==> config.mk <==
export PLATFORM = sky130hd
export DESIGN_NAME = cfg_access_port
export DESIGN_NICKNAME = d
export VERILOG_FILES = /design/src/rtl/cfg_port_pkg.sv /design/src/rtl/cfg_unlock_ctrl.sv /design/src/rtl/cfg_reg_file.sv /design/src/rtl/cfg_access_port.sv
export SDC_FILE = /design/constraint.sdc
export NUM_CORES = 1
export LEC_CHECK = 0
export ABC_CLOCK_PERIOD_IN_PS = 2400
export BUFFER_PORTS_ARGS = -buffer_cell sky130_fd_sc_hd__buf_2
export CAP_MARGIN = 20
export CORE_AREA = 2 2 77 79
export CTS_BUF_LIST = sky130_fd_sc_hd__clkbuf_4 sky130_fd_sc_hd__clkbuf_8 sky130_fd_sc_hd__clkbuf_16
export DETAILED_ROUTE_END_ITERATION = 12
export DIE_AREA = 0 0 79 81
export GPL_TIMING_DRIVEN = 1
export PLACE_DENSITY = 0.83
export SLEW_MARGIN = 15
export SYNTH_ARGS = -nofsm -noshare
export SYNTH_HDL_FRONTEND = slang
export SYNTH_SLANG_ARGS = --single-unit
==> constraint.sdc <==
create_clock -name clk -period 2.4 [get_ports clk]
set_input_delay 0.24 -clock clk [delete_from_list [all_inputs] [get_ports clk]]
set_output_delay 0.24 -clock clk [all_outputs]
set_load 0.01 [all_outputs]
==> src/rtl/cfg_port_pkg.sv <==
package cfg_port_pkg;

  localparam int BYTE_W  = 8;
  localparam int KEY_LEN = 4;
  localparam int STEP_W  = $clog2(KEY_LEN);

  localparam logic [BYTE_W-1:0] KEY_B0      = 8'h87;
  localparam logic [BYTE_W-1:0] KEY_B1      = 8'h01;
  localparam logic [BYTE_W-1:0] KEY_B2      = 8'h55;
  localparam logic [BYTE_W-1:0] KEY_LAST_PRI = 8'h55;
  localparam logic [BYTE_W-1:0] KEY_LAST_ALT = 8'hAA;

  localparam logic [BYTE_W-1:0] IDX_EXIT   = 8'h02;
  localparam logic [BYTE_W-1:0] VAL_EXIT   = 8'h02;
  localparam logic [BYTE_W-1:0] IDX_LDN    = 8'h07;
  localparam logic [BYTE_W-1:0] IDX_ID_HI  = 8'h20;
  localparam logic [BYTE_W-1:0] IDX_ID_LO  = 8'h21;
  localparam logic [BYTE_W-1:0] IDX_SEG    = 8'h24;
  localparam logic [BYTE_W-1:0] IDX_SPI_HI = 8'h64;
  localparam logic [BYTE_W-1:0] LDN_SPI    = 8'h07;

  localparam logic [BYTE_W-1:0] LOCKED_RD  = 8'hFF;

  typedef struct packed {
    logic idxLoad;
    logic regWrite;
    logic regRead;
    logic relock;
    logic active;
  } ctlStrobe_t;

  function automatic logic [BYTE_W-1:0] keyByte(input logic [STEP_W-1:0] step,
                                                input logic altSel);
    logic [BYTE_W-1:0] b;
    case (step)
      2'd0:    b = KEY_B0;
      2'd1:    b = KEY_B1;
      2'd2:    b = KEY_B2;
      default: b = altSel ? KEY_LAST_ALT : KEY_LAST_PRI;
    endcase
    return b;
  endfunction

endpackage

==> src/rtl/cfg_unlock_ctrl.sv <==
module cfg_unlock_ctrl
  import cfg_port_pkg::*;
(
  input  logic              clk,
  input  logic              rstN,
  input  logic              altBase,
  input  logic              portSel,
  input  logic              wrEn,
  input  logic              rdEn,
  input  logic [BYTE_W-1:0] wrData,
  input  logic [BYTE_W-1:0] curIndex,
  output ctlStrobe_t        strobe
);

  localparam logic [STEP_W-1:0] LAST_STEP = STEP_W'(KEY_LEN - 1);

  logic [STEP_W-1:0] step;
  logic              active;
  logic              idxWr;
  logic              dataWr;
  logic              keyHit;
  logic              restartHit;
  logic              exitHit;

  assign idxWr      = wrEn & ~portSel;
  assign dataWr     = wrEn & portSel;
  assign keyHit     = (wrData == keyByte(step, altBase));
  assign restartHit = (wrData == keyByte('0, altBase));
  assign exitHit    = active & dataWr & (curIndex == IDX_EXIT) & (wrData == VAL_EXIT);

  always_ff @(posedge clk) begin
    if (!rstN) begin
      step   <= '0;
      active <= 1'b0;
    end else if (!active) begin
      if (idxWr) begin
        if (keyHit) begin
          if (step == LAST_STEP) begin
            active <= 1'b1;
            step   <= '0;
          end else begin
            step <= step + 1'b1;
          end
        end else if (restartHit) begin
          step <= STEP_W'(1);
        end else begin
          step <= '0;
        end
      end
    end else if (exitHit) begin
      active <= 1'b0;
      step   <= '0;
    end
  end

  always_comb begin
    strobe.idxLoad  = active & idxWr;
    strobe.regWrite = active & dataWr;
    strobe.regRead  = rdEn;
    strobe.relock   = exitHit;
    strobe.active   = active;
  end

endmodule

==> src/rtl/cfg_reg_file.sv <==
module cfg_reg_file
  import cfg_port_pkg::*;
#(
  parameter logic [15:0]       ID_VALUE     = 16'h8716,
  parameter logic [15:0]       SPI_BASE_RST = 16'h0000,
  parameter logic [BYTE_W-1:0] SEG_RST      = 8'h00
) (
  input  logic              clk,
  input  logic              rstN,
  input  ctlStrobe_t        strobe,
  input  logic              portSel,
  input  logic [BYTE_W-1:0] wrData,
  output logic [BYTE_W-1:0] curIndex,
  output logic [BYTE_W-1:0] rdData,
  output logic [15:0]       spiBase
);

  localparam int SPI_BYTES = 16 / BYTE_W;

  logic [BYTE_W-1:0] ldnReg;
  logic [BYTE_W-1:0] segReg;
  logic [BYTE_W-1:0] spiByte [SPI_BYTES];
  logic [BYTE_W-1:0] regVal;
  logic              spiSel;

  assign spiSel = (ldnReg == LDN_SPI);

  always_ff @(posedge clk) begin
    if (!rstN) begin
      curIndex <= '0;
    end else if (strobe.relock) begin
      curIndex <= '0;
    end else if (strobe.idxLoad) begin
      curIndex <= wrData;
    end
  end

  always_ff @(posedge clk) begin
    if (!rstN) begin
      ldnReg <= '0;
      segReg <= SEG_RST;
    end else if (strobe.regWrite) begin
      if (curIndex == IDX_LDN) ldnReg <= wrData;
      if (curIndex == IDX_SEG) segReg <= wrData;
    end
  end

  for (genvar g = 0; g < SPI_BYTES; g++) begin : gSpiByte
    localparam logic [BYTE_W-1:0] MY_IDX = IDX_SPI_HI + BYTE_W'(g);
    localparam logic [BYTE_W-1:0] MY_RST = SPI_BASE_RST[15 - g*BYTE_W -: BYTE_W];
    always_ff @(posedge clk) begin
      if (!rstN) begin
        spiByte[g] <= MY_RST;
      end else if (strobe.regWrite && spiSel && curIndex == MY_IDX) begin
        spiByte[g] <= wrData;
      end
    end
    assign spiBase[15 - g*BYTE_W -: BYTE_W] = spiByte[g];
  end

  always_comb begin
    case (curIndex)
      IDX_ID_HI: regVal = ID_VALUE[15:8];
      IDX_ID_LO: regVal = ID_VALUE[7:0];
      IDX_LDN:   regVal = ldnReg;
      IDX_SEG:   regVal = segReg;
      default:   regVal = '0;
    endcase
    for (int k = 0; k < SPI_BYTES; k++) begin
      if (spiSel && curIndex == IDX_SPI_HI + BYTE_W'(k)) regVal = spiByte[k];
    end
  end

  always_ff @(posedge clk) begin
    if (!rstN) begin
      rdData <= LOCKED_RD;
    end else if (strobe.regRead) begin
      if (!strobe.active)  rdData <= LOCKED_RD;
      else if (portSel)    rdData <= regVal;
      else                 rdData <= curIndex;
    end
  end

endmodule

==> src/rtl/cfg_access_port.sv <==
module cfg_access_port
  import cfg_port_pkg::*;
#(
  parameter logic [15:0] ID_VALUE     = 16'h8716,
  parameter logic [15:0] SPI_BASE_RST = 16'h0000,
  parameter logic [7:0]  SEG_RST      = 8'h00
) (
  input  logic        clk,
  input  logic        rstN,
  input  logic        altBase,
  input  logic        portSel,
  input  logic        wrEn,
  input  logic        rdEn,
  input  logic [7:0]  wrData,
  output logic [7:0]  rdData,
  output logic        cfgActive,
  output logic [15:0] spiBase
);

  ctlStrobe_t        strobe;
  logic [BYTE_W-1:0] curIndex;

  cfg_unlock_ctrl u_ctrl (
    .clk      (clk),
    .rstN     (rstN),
    .altBase  (altBase),
    .portSel  (portSel),
    .wrEn     (wrEn),
    .rdEn     (rdEn),
    .wrData   (wrData),
    .curIndex (curIndex),
    .strobe   (strobe)
  );

  cfg_reg_file #(
    .ID_VALUE     (ID_VALUE),
    .SPI_BASE_RST (SPI_BASE_RST),
    .SEG_RST      (SEG_RST)
  ) u_regs (
    .clk      (clk),
    .rstN     (rstN),
    .strobe   (strobe),
    .portSel  (portSel),
    .wrData   (wrData),
    .curIndex (curIndex),
    .rdData   (rdData),
    .spiBase  (spiBase)
  );

  assign cfgActive = strobe.active;

endmodule

# Word level (Yosys, flattened, before mapping)

Memory sizes are Yosys's and may differ from the RTL's.
Cells that the tools add are included.

Register bits: 35
Bits in writable memories: 16
Memories: 1

Add/sub/neg operators: 1
Equality and inequality tests: 15
Mux-type cells: 27
Bitwise operators: 10
Reductions and logical operators: 11

Memory list:

| memory         | words | bits a word | rd ports | clocked after Yosys merged registers in | write ports | line               | source |
|---|---|---|---|---|---|---|---|
| u_regs.spiByte | 2     | 8           | 2        | 0                                       | 2           | cfg_reg_file.sv:22 | `logic [BYTE_W-1:0] spiByte [SPI_BYTES];` |

Operators by type and width:

| operator              | count |
|---|---|
| $mux W8               | 7 |
| $pmux W8 S4           | 1 |
| $eq A8 B6 Y1 const B  | 3 |
| $pmux W8 S3           | 1 |
| $eq A8 B2 Y1 const B  | 2 |
| $eq A8 B3 Y1 const B  | 2 |
| $eq A8 B7 Y1 const B  | 2 |
| $mux W1               | 13 |
| $mux W2               | 5 |
| $eq A8 B8 Y1          | 1 |
| $eq A8 B8 Y1 const B  | 1 |
| $and A1 B1 Y1         | 6 |
| $reduce_and A2 Y1     | 3 |
| $logic_and A1 B1 Y1   | 5 |
| $eq A2 B2 Y1 const B  | 2 |
| $add A2 B1 Y2 const B | 1 |
| $eq A2 B1 Y1 const B  | 1 |
| $logic_not A2 Y1      | 1 |
| $ne A2 B2 Y1 const B  | 1 |
| $not A1 Y1            | 2 |
| $or A1 B1 Y1          | 2 |
| $reduce_bool A2 Y1    | 1 |
| $reduce_or A2 Y1      | 1 |

# Logic depth before layout (Yosys ltp)

Depth after elaboration: 8
Depth in mapped cells: 7

# By module

A second synthesis with hierarchy kept.

Cell total of the unflattened synthesis: 277
Area total of the unflattened synthesis: 2716.4 µm²

Modules (own cells, without submodules):

| module          | times used | cells an instance | area each (µm²) | seq. area each (µm²) |
|---|---|---|---|---|
| cfg_reg_file    | 1          | 220               | 2293.4          | 1121.1 |
| cfg_unlock_ctrl | 1          | 57                | 422.9           | 60.1 |

# Worst setup path before layout

No wires, ideal clock.

Path kind: flip-flop to flip-flop
Start point: register u_regs.curIndex[2]
End point: memory u_regs.spiByte[1][0], enable pin
Library setup time: 0.384 ns
Arrival time: 2.037 ns
Slack: -0.021 ns
Cell stages (with the launch flop): 7
Path buffers: 2
Cell sequence: dfxtp_1 buf_4 nor4b_4 nand4_2 or4_4 buf_6 o21ai_0

RTL lines:

| item                   | line               | source |
|---|---|---|
| from (decl)            | cfg_reg_file.sv:13 | `output logic [BYTE_W-1:0] curIndex,` |
| from (signal assigned) | cfg_reg_file.sv:34 | `curIndex <= wrData;` |
| to (decl)              | cfg_reg_file.sv:22 |  |

==> results_dict.tcl <==
set metrics [dict create \
    outcome "finished clean" \
    synthTopCellsByArea "dfxtp_1 26%, edfxtp_1 18%, nand2_1 6.5%" \
    initial_core_util_pct 47.9 \
    synth_mux_area_share_pct 3.68 \
    grt_pass1_vias 2392 \
    die_area_um2 6400 \
    via_per_inst 6.24 \
    rsz0062_at_grt "no" \
    powerDensity_nw_per_um2 491 \
    dp.cells 417 \
    final_common_cell "nand2_1" \
    synth_ff_type "dfxtp_1" \
    grtUsageTotal_pct 25.7 \
    io_buffers 38 \
    timing.rr.end "u_regs.spiByte[1][4]$_SDFFCE_PN0P_" \
    gp_congestion 1.05 \
    cp.arrival_ns 2.47 \
    r2r_cells 5 \
    syn_nets 323 \
    cts_max_path_buffers 2 \
    area_growth_pct 15.1 \
    synth_edf_count 16 \
    leakagePower_uw 0.00114 \
    setup_viol 0 \
    first_pass_iters 5 \
    cp_num_cells 5 \
    mostFrequentLayoutCells "47 x nand2_1, 38 x buf_2, 35 x dfxtp_1" \
    ys_seq_area_share_pct 43.4 \
    grt_first_pass_wirelength_mm 12.5 \
    cts_setup_buffers 0 \
    clock_latency_ns 0.32 \
    grt_util_met1_pct 34.1 \
    gr-total-overflow 0 \
    cts-htree-levels 2 \
    maxCapViolCount 0 \
    whs_ns 0.254 \
    post_cts_resized 0 \
    clock.fmax_ghz 0.437 \
    peakVddDrop_v 0.000423 \
    finClkSkew_ns 0.0113 \
    postCtsHoldBufs 0 \
    grt_busiest_layer "met2" \
    drtAntennaViolNets 0 \
    path_max_fanout 11 \
    core_um2 5680 \
    syn_area_um2 2720 \
    hpwl_mm 5.93 \
    fin_crit_sh_pct 95.3 \
    avgSynthCellArea_um2 8.89 \
    first_iter_violations 288 \
    crit-reg2reg-launch "u_regs.ldnReg[5]$_SDFFE_PN0P_" \
    crit_required_ns 2.58 \
    synth_compound_area_share_pct 15.7 \
    cts-root-buf "clkbuf_8" \
    place_area_um2 3040 \
    die_w_um 79 \
    ys_ff_latch 51 \
    async_flop_share_pct 0 \
    period_minus_slack_ns 2.29 \
    slowest_stage "or4_4" \
    yosysTopAreaCell "dfxtp_1" \
    yosysWarnings 0 \
    critPathCapture "u_regs.spiByte[1][4]$_SDFFCE_PN0P_" \
    crit_type "reg -> reg" \
    synth_top_family_by_area "simple AND/OR/NAND/NOR gates" \
    routed_wl_mm 7.96 \
    die_y_um 81 \
    finalSetupTns_ns 0 \
    cts.sinks 51 \
    whs_path_depth 3 \
    cp_cell_sequence "nor4b_4, nand4_2, or4_4, nor2_1, and2_1" \
    grt_max_degree 19 \
    path_buf_inv 0 \
    post_drt_wl_per_cell_um 18.7 \
    drcViolationCount 0 \
    cts.clk_slew.worst_paths_ns 0.10 \
    drive_gt1_share_pct 20.9 \
    slew_violations 0 \
    slew-limit-headroom_pct 61.7 \
    path_delay_family "simple AND/OR/NAND/NOR gates" \
    cts_tree "built" \
    worst_slew_pin_slew_ns 0.560 \
    crit_start "u_regs.ldnReg[5]$_SDFFE_PN0P_" \
    met3_usage_pct 4.11 \
    synth-xor-area-share_pct 0 \
    n_antenna_cell 0 \
    yosys.area.top_type_share_pct 25.8 \
    cts_buffers 5 \
    finalNonFillerCells 425 \
    end_kind "flip-flop" \
    num_rows 28 \
    synth_cells 306 \
    synthAdderAreaFrac_pct 1.38 \
    final-hold-violation-count 0 \
    final_cell_area_um2 3130 \
    ios 39 \
    route.vias.total 2652 \
    final_nets 366 \
    cpPeakStageDelay_ns 0.64 \
    worstHoldPathType "in -> reg" \
    antenna_found_initial 0 \
    reg2reg_setup_slack_ns 0.11 \
    yosys.area_share.simple_pct 31.9 \
    yosysUniqueCellTypes 55 \
    cp-start-kind "flip-flop" \
    met2_usage_pct 41.9 \
]
metrics by stage:
step	setup slack (ns)	utilization, %	total power (uW)
floorplan	0.201	-	976
global placement	0.164	53.5	1030
CTS	0.154	55.1	1540
global route	0.0220	55.1	1570
finish	0.112	55.1	1540
detailed placement	0.169	53.5	1030
flip-flops by register name (all words and copies together), names as in the netlist:
name / flops
u_regs.ldnReg: 8
u_regs.curIndex: 8
u_regs.segReg: 8
u_ctrl.step: 2
u_regs.rdData: 8
u_ctrl.active: 1
u_regs.spiByte: 16
cell usage after synthesis (4+ instances only):
| cell | instances |
|---|---|
| clkbuf_1 | 12 |
| nor3_1 | 9 |
| nand2b_1 | 5 |
| dfxtp_1 | 35 |
| inv_1 | 4 |
| nand2_1 | 47 |
| nand3_1 | 15 |
| a221oi_1 | 4 |
| o21ai_0 | 8 |
| and2_1 | 21 |
| nor2b_1 | 4 |
| mux2i_1 | 10 |
| a21oi_1 | 22 |
| nor2_1 | 24 |
| edfxtp_1 | 16 |
| nor3b_1 | 5 |
logic make-up (layout without fill, tap and decap cells):
group / after synthesis / after routing
mux: 10 / 10
flops: 51 / 51
buf+inv: 23 / 67
fa+ha+maj: 3 / 3
simple gates: 156 / 156
compound gates: 63 / 63
cell type report:
class                           instances  area [um^2]
Clock buffer                            5         68.8
Sequential cell                        51         1180
Inverter                                5         18.8
Tap cell                               75         93.8
Timing Repair Buffer                   54          310
Multi-Input combinational cell        232         1430
Clock inverter                          3         23.8
Fill cell                             549         2550
how the worst min path moves through the flow:
| stage | slack (ns) | endpoint | from |
|---|---|---|---|
| 2_1_floorplan | 0.38 | u_regs.ldnReg[0]$_SDFFE_PN0P_ | wrData[0] |
| 3_3_place_gp | 0.45 | u_regs.segReg[2]$_SDFFE_PN0P_ | u_regs.segReg[2]$_SDFFE_PN0P_ |
| 3_5_place_dp | 0.46 | u_regs.segReg[4]$_SDFFE_PN0P_ | u_regs.segReg[4]$_SDFFE_PN0P_ |
| 4_1_cts | 0.25 | u_regs.ldnReg[5]$_SDFFE_PN0P_ | wrData[5] |
| 5_1_grt | 0.27 | u_regs.ldnReg[3]$_SDFFE_PN0P_ | wrData[3] |
| 6_report | 0.25 | u_regs.ldnReg[5]$_SDFFE_PN0P_ | wrData[5] |
worst min-delay path, cell delays in order:
cell and delay [ns]:
buf_2 0.16, nand2_1 0.07, a21oi_1 0.06
layer usage:
metal  up-vias  routed length [um]
li1       1202                   -
met4         0                 302
met1      1234                3280
met3        38                 724
met2       178                3650
met5         -                   0
where the power goes:
group / switching, uW / internal [uW] / total (uW)
clock network: 312 / 209 / 522
registers: 9.28 / 901 / 910
logic: 69.7 / 34.0 / 104
(Power assumes the default switching activity.)
